`src/rtl/irq_prio_pkg.sv`:
```
// Shared types for the rotating-priority interrupt resolver.
// Assumes: command flags arrive already qualified by a strobe.
package irq_prio_pkg;

    typedef enum logic [1:0] {
        OP_NONE   = 2'd0,
        OP_EOI_NS = 2'd1,
        OP_EOI_SP = 2'd2,
        OP_SETPRI = 2'd3
    } prio_op_e;

    // Map the decoded command flags onto one operation.
    function automatic prio_op_e decode_op(input logic valid, input logic eoi,
                                           input logic spec, input logic rot);
        prio_op_e op;
        op = OP_NONE;
        if (valid) begin
            if (eoi)
                op = spec ? OP_EOI_SP : OP_EOI_NS;
            else if (spec && rot)
                op = OP_SETPRI;
        end
        return op;
    endfunction

endpackage

```
`src/rtl/prio_scan.sv`:
```
// Wrapping priority scan. Starting at index 'base', it walks all N inputs
// in order. It stops at the first input that is a blocker (no hit) or a
// candidate (hit). A blocker takes precedence over a candidate at the same
// index. Assumes: N is a power of two, so the index wraps by truncation.
module prio_scan #(
    parameter int N = 8,
    parameter int W = $clog2(N)
) (
    input  logic [N-1:0] cand,
    input  logic [N-1:0] blk,
    input  logic [W-1:0] base,
    output logic         hit,
    output logic [W-1:0] pin
);

    // Walk from the highest priority down and stop at the first decision.
    always_comb begin
        logic         stop;
        logic [W-1:0] idx;
        hit  = 1'b0;
        pin  = '0;
        stop = 1'b0;
        idx  = '0;
        for (int i = 0; i < N; i++) begin
            idx = base + W'(i);
            if (!stop) begin
                if (blk[idx]) begin
                    stop = 1'b1;
                end else if (cand[idx]) begin
                    hit  = 1'b1;
                    pin  = idx;
                    stop = 1'b1;
                end
            end
        end
    end

endmodule

```
`src/rtl/prio_state.sv`:
```
// State of the resolver: request, mask and in-service registers, the
// special-mask-mode flag and the lowest-priority pointer. It applies
// acknowledge and EOI / priority commands. Assumes: isr_pin / int_pin are
// the current-cycle selections from the scanners. When acknowledge and EOI
// touch the same bit in one cycle, the acknowledge set wins.
module prio_state
    import irq_prio_pkg::*;
#(
    parameter int N = 8,
    parameter int W = $clog2(N)
) (
    input  logic         clk,
    input  logic         rst_n,
    input  logic [N-1:0] req_in,
    input  logic         mask_we,
    input  logic [N-1:0] mask_in,
    input  logic         smm_we,
    input  logic         smm_in,
    input  logic         ack,
    input  logic         int_valid,
    input  logic [W-1:0] int_pin,
    input  prio_op_e     op,
    input  logic         rot,
    input  logic [W-1:0] level,
    input  logic         isr_valid,
    input  logic [W-1:0] isr_pin,
    output logic [N-1:0] req_q,
    output logic [N-1:0] mask_q,
    output logic [N-1:0] isr_q,
    output logic [W-1:0] low_q,
    output logic         smm_q
);

    localparam logic [W-1:0] LOW_RESET = W'(N - 1);

    logic [N-1:0] isr_clr;
    logic [N-1:0] isr_set;
    logic [W-1:0] low_d;

    // Work out which in-service bit a command retires and the new pointer.
    always_comb begin
        isr_clr = '0;
        low_d   = low_q;
        unique case (op)
            OP_EOI_NS: begin
                if (isr_valid) begin
                    isr_clr[isr_pin] = 1'b1;
                    if (rot) low_d = isr_pin;
                end
            end
            OP_EOI_SP: begin
                isr_clr[level] = 1'b1;
                if (rot) low_d = level;
            end
            OP_SETPRI: low_d = level;
            default: ;
        endcase
    end

    // Acknowledge moves the current winner into service.
    always_comb begin
        isr_set = '0;
        if (ack && int_valid) isr_set[int_pin] = 1'b1;
    end

    // Register update with synchronous reset.
    always_ff @(posedge clk) begin
        if (!rst_n) begin
            req_q  <= '0;
            mask_q <= '0;
            isr_q  <= '0;
            low_q  <= LOW_RESET;
            smm_q  <= 1'b0;
        end else begin
            req_q <= req_in;
            if (mask_we) mask_q <= mask_in;
            if (smm_we)  smm_q  <= smm_in;
            isr_q <= (isr_q & ~isr_clr) | isr_set;
            low_q <= low_d;
        end
    end

endmodule

```
`src/rtl/irq_prio_resolver.sv`:
```
// Top of the rotating-priority interrupt resolver. It builds the blocking
// vector for the pending scan from the mode flags, and runs two wrapping
// scans that start one past the lowest-priority pointer. Assumes: N_IN is a
// power of two, and CASC_PIN < N_IN. sfnm_en has an effect only when
// IS_MASTER is 1.
module irq_prio_resolver
    import irq_prio_pkg::*;
#(
    parameter int N_IN      = 8,
    parameter bit IS_MASTER = 1'b1,
    parameter int CASC_PIN  = 2,
    localparam int W        = $clog2(N_IN)
) (
    input  logic            clk,
    input  logic            rst_n,
    input  logic [N_IN-1:0] req_in,
    input  logic            mask_we,
    input  logic [N_IN-1:0] mask_in,
    input  logic            smm_we,
    input  logic            smm_in,
    input  logic            sfnm_en,
    input  logic            ack,
    input  logic            cmd_valid,
    input  logic            cmd_eoi,
    input  logic            cmd_spec,
    input  logic            cmd_rot,
    input  logic [W-1:0]    cmd_level,
    output logic            int_valid,
    output logic [W-1:0]    int_pin,
    output logic            isr_valid,
    output logic [W-1:0]    isr_pin,
    output logic [N_IN-1:0] isr_vec,
    output logic [W-1:0]    low_prio
);

    logic [N_IN-1:0] req_q, mask_q, isr_q;
    logic [W-1:0]    low_q;
    logic            smm_q;
    logic [W-1:0]    scan_base;
    logic [N_IN-1:0] pend_cand, pend_blk;
    logic [N_IN-1:0] eoi_cand;
    prio_op_e        op;

    // Decode the command strobe into one operation.
    assign op = decode_op(cmd_valid, cmd_eoi, cmd_spec, cmd_rot);

    // The highest priority sits one past the lowest-priority pointer.
    assign scan_base = low_q + W'(1);

    // Eligible requests: requested and not masked.
    assign pend_cand = req_q & ~mask_q;

    // Per-input blocking: in-service bits, waived by the mode flags.
    for (genvar g = 0; g < N_IN; g++) begin : g_blk
        if (IS_MASTER && g == CASC_PIN) begin : g_casc
            assign pend_blk[g] = isr_q[g] & ~smm_q & ~sfnm_en;
        end else begin : g_plain
            logic unused_sfnm;
            assign unused_sfnm = sfnm_en;
            assign pend_blk[g] = isr_q[g] & ~smm_q;
        end
    end

    // EOI candidates: in-service bits, minus masked ones in special mask mode.
    assign eoi_cand = isr_q & ~(smm_q ? mask_q : '0);

    prio_state #(.N(N_IN), .W(W)) u_state (
        .clk       (clk),
        .rst_n     (rst_n),
        .req_in    (req_in),
        .mask_we   (mask_we),
        .mask_in   (mask_in),
        .smm_we    (smm_we),
        .smm_in    (smm_in),
        .ack       (ack),
        .int_valid (int_valid),
        .int_pin   (int_pin),
        .op        (op),
        .rot       (cmd_rot),
        .level     (cmd_level),
        .isr_valid (isr_valid),
        .isr_pin   (isr_pin),
        .req_q     (req_q),
        .mask_q    (mask_q),
        .isr_q     (isr_q),
        .low_q     (low_q),
        .smm_q     (smm_q)
    );

    prio_scan #(.N(N_IN), .W(W)) u_pend_scan (
        .cand (pend_cand),
        .blk  (pend_blk),
        .base (scan_base),
        .hit  (int_valid),
        .pin  (int_pin)
    );

    prio_scan #(.N(N_IN), .W(W)) u_eoi_scan (
        .cand (eoi_cand),
        .blk  ('0),
        .base (scan_base),
        .hit  (isr_valid),
        .pin  (isr_pin)
    );

    assign isr_vec  = isr_q;
    assign low_prio = low_q;

endmodule

```
`config.mk`:
```
export PLATFORM = sky130hd
export DESIGN_NAME = irq_prio_resolver
export DESIGN_NICKNAME = d
export VERILOG_FILES = /design/src/rtl/irq_prio_pkg.sv /design/src/rtl/prio_scan.sv /design/src/rtl/prio_state.sv /design/src/rtl/irq_prio_resolver.sv
export SDC_FILE = /design/constraint.sdc
export NUM_CORES = 1
export LEC_CHECK = 0
export BUFFER_PORTS_ARGS = -buffer_cell sky130_fd_sc_hd__buf_2
export CAP_MARGIN = 20
export CORE_AREA = 5 5 85 87
export CTS_BUF_LIST = sky130_fd_sc_hd__clkbuf_2 sky130_fd_sc_hd__clkbuf_4 sky130_fd_sc_hd__clkbuf_8
export CTS_CLUSTER_SIZE = 14
export DETAILED_ROUTE_END_ITERATION = 8
export DIE_AREA = 0 0 90 92
export GPL_TIMING_DRIVEN = 0
export PLACE_DENSITY_LB_ADDON = 0.15
export SLEW_MARGIN = 20
export SYNTH_ARGS = -nofsm -noshare
export SYNTH_HDL_FRONTEND = slang
export SYNTH_SLANG_ARGS = --single-unit
```
`constraint.sdc`:
```
create_clock -name clk -period 12.3 [get_ports clk]
set_input_delay 3.075 -clock clk [delete_from_list [all_inputs] [get_ports clk]]
set_output_delay 3.075 -clock clk [all_outputs]
set_load 0.05 [all_outputs]
```
==> results.cfg <==
[outcome]
outcome = complete, no violations

[finish]
fillers = 515
antennaDiodeCount = 0
multi_input_area_um2 = 2960
final_common_cell = buf_2
seq_area_um2 = 561
stdcell_count = 553
fin_area_um2 = 4120
final_cell_mix = 56 x buf_2, 31 x mux2i_1, 28 x nand2_1, 28 x dfxtp_1, 21 x nor2b_1
area_growth_pct = 10.8
num-nets-final = 509
drive_above_1_share_pct = 26.7

[critical_path]
startpoint_type = primary input
cpPeakStageDelay_ps = 480
r2r-start = u_state.low_q[0]
crit_fanout = 5
cp.depth = 11
path_common_cell = buf_2
crit_slowest_cell = or3b_2
r2r.worst_path.cells = 15
r2r_slack_ps = 7920
critical_path_required_ps = 9220
end_kind = output port
critical_path.top_delay_family = compound AO/OA/AOI/OAI gates
r2r_end = u_state.isr_q[1]
worst-path-buf-inv = 3
crit_chain = buf_2, or3b_2, a21oi_1, o311ai_0, nand3_1, o21ai_0, a311oi_1, a2bb2oi_1, o21a_1, inv_2, buf_2
critPathArrivalTime_ps = 5760
worstSetupPathType = primary input to output port

[timing]
finalClockSkew_ps = 1.08
worst_pin_slew_ps = 761
fmax_ghz = 0.113
slew_headroom_pct = 48.6
setup_viol = 0
timing.final.max_slew_violations = 0
final_hold_viol_count = 0
hold_ws_ps = 561
period_minus_slack_ps = 8830
setup_tns_ps = 0
fin_crit_sh_pct = 71.8
rsz0062_at_grt = no

[grt]
grtUsageTotal_pct = 26.8
grt_pass1_wl_um = 18500
grt_overflow = 0
grt_max_degree = 17
antenna_found_initial = 0
grt_pass1_vias = 3498

[power]
p_total_mw = 1.21
p_int_uw = 491
pwr-share-comb_pct = 84.0
p_leak_nw = 1.70
ir_worst_vdd_mv = 0.248
swShare_pct = 59.3
pwr-share-seq_pct = 10.0
powerDensity_nw_per_um2 = 293
clkPwrFrac_pct = 5.9
p_switching_uw = 715

[floorplan]
placementRows = 29
die_area_um2 = 8280
core-area_um2 = 6280
start_util_pct = 59.2
die_y_um = 92
die-width_um = 90
io_pins = 49

[clock_network]
post-cts-setup-buffer-count = 0
hold_buffers = 0
post_cts_resized = 0
numCtsBuffers = 3
clock-sinks = 28
htreeDepth = 1
cts_tree = built
insertion_delay_ps = 270
clkTransAtPathRegs_ps = 90
root_buffer = clkbuf_8
clockBufferDepth = 2

[yosys]
syn_inst = 425
ys_types = 91
synth_flop_cell = dfxtp_1
synth_nets = 457
ys_seq_elements = 28
synth-warning-count = 0
synth_edf_count = 0
synthArstFlopShare_pct = 0
seq_area_frac_synth_pct = 15.1
netlist_area_um2 = 3720
syn_avg_cell_area_um2 = 8.75

[min_path]
holdCritStartpoint = u_state.low_q[1]
holdPathEnd = u_state.low_q[1]
hp-class = flop to flop
min_path_cells = 2

[detailed_routing]
firstDrtPassIters = 5
ant_nets = 0
vias_per_cell = 7.12
drtIter0Drc = 674
totalWireLength_um = 11700
wl_per_cell_um = 21.1
route.detailed.drc = 0
vias = 3940

[placement]
place_area_um2 = 4050
dpl.hpwl_um = 9140
placed_cells = 549
place_congestion = 0.938
port_buffers = 47

[flow_run]
drv_cap = 0
==> registers in the layout, indices dropped and copies added (netlist names) <==
signal	count
u_state.smm_q	1
u_state.low_q	3
u_state.mask_q	8
u_state.isr_q	8
u_state.req_q	8
==> worst max-delay path by stage <==
stage,startpoint,to
2_1_floorplan,sfnm_en,int_pin[2]
3_3_place_gp,sfnm_en,int_pin[1]
3_5_place_dp,sfnm_en,int_pin[1]
4_1_cts,sfnm_en,int_pin[1]
5_1_grt,sfnm_en,int_pin[1]
6_report,sfnm_en,int_pin[1]
==> layout make-up <==
cell class / count / share of cell area [%]
multi-input cells: 360 / 71.9
clock inverters: 1 / 0.729
plain buffers: 26 / 3.67
flip-flops and latches: 28 / 13.6
clock buffers: 3 / 1.00
well taps: 77 / 2.34
inverters: 11 / 1.00
repair buffers: 47 / 5.71
==> cell usage after synthesis (all sizes together), types with 3 or more instances <==
| master | number | area (um2) |
|---|---|---|
| mux2i | 36 | 388 |
| nand2 | 29 | 116 |
| dfxtp | 28 | 561 |
| nor2b | 21 | 131 |
| a21oi | 20 | 115 |
| nor2 | 20 | 75.1 |
| nor3 | 17 | 90.1 |
| mux4 | 16 | 360 |
| nand3 | 16 | 80.1 |
| o21ai | 16 | 80.1 |
| buf | 15 | 110 |
| and2 | 12 | 75.1 |
| o22ai | 12 | 75.1 |
| a211oi | 11 | 87.6 |
| a21o | 11 | 82.6 |
| clkbuf | 11 | 41.3 |
| inv | 11 | 41.3 |
| mux2 | 10 | 128 |
| a22oi | 8 | 60.1 |
| a31oi | 7 | 43.8 |
| nand2b | 6 | 37.5 |
| o311ai | 6 | 52.6 |
| o21a | 5 | 45.0 |
| o221ai | 5 | 43.8 |
| o32ai | 5 | 66.3 |
| or3 | 5 | 36.3 |
| o31ai | 4 | 30.0 |
| a221oi | 3 | 32.5 |
| a22o | 3 | 26.3 |
| a311oi | 3 | 26.3 |
| and4b | 3 | 33.8 |
| nor4 | 3 | 33.8 |
| o211ai | 3 | 27.5 |
| o21bai | 3 | 33.8 |
| xnor2 | 3 | 52.6 |
==> power groups by stage <==
stage	Clock (mW)	Sequential, mW	Combinational [mW]
after floorplan	0	0.150	0.743
after global placement	0	0.122	0.981
after detailed placement	0	0.122	0.987
after CTS	0.0729	0.120	0.990
after global routing	0.0772	0.123	1.07
final	0.0715	0.121	1.01
==> worst reg2reg max path, cell delays in order (launching register included) <==
cell	delay (ps)
dfxtp_1	390
buf_6	180
buf_6	160
inv_2	130
ha_1	310
buf_2	330
clkbuf_1	490
buf_1	450
clkbuf_1	440
o21ai_0	180
o21ai_0	150
o21ai_0	110
a22oi_1	440
nand2_1	100
and4b_1	240
a22o_1	220
==> metal layers <==
metal  global-route usage [%]  vias up  share of wire, %
met1                     37.5     1810                41
li1                         -     1792                 -
met3                     3.03       44                10
met5                        0        -                 0
met2                     41.6      294                45
met4                     11.8        0               3.8
==> logic make-up after synthesis <==
| logic type | count (synthesis) | synth area share, % |
|---|---|---|
| simple gates | 148 | 22.8 |
| compound gates | 141 | 29.1 |
| mux | 62 | 23.6 |
| buf+inv | 37 | 5.18 |
| flops | 28 | 15.1 |
| xor+xnor | 7 | 3.60 |
| fa+ha+maj | 2 | 0.673 |
==> per-stage QoR <==
stage / setup slack, ps / util (%)
floorplan: 4000 / -
global placement: 3550 / 64.5
detailed placement: 3550 / 64.5
CTS: 3570 / 65.6
global route: 3360 / 65.6
finish: 3470 / 65.6
Power figures use the tool's default switching activity.
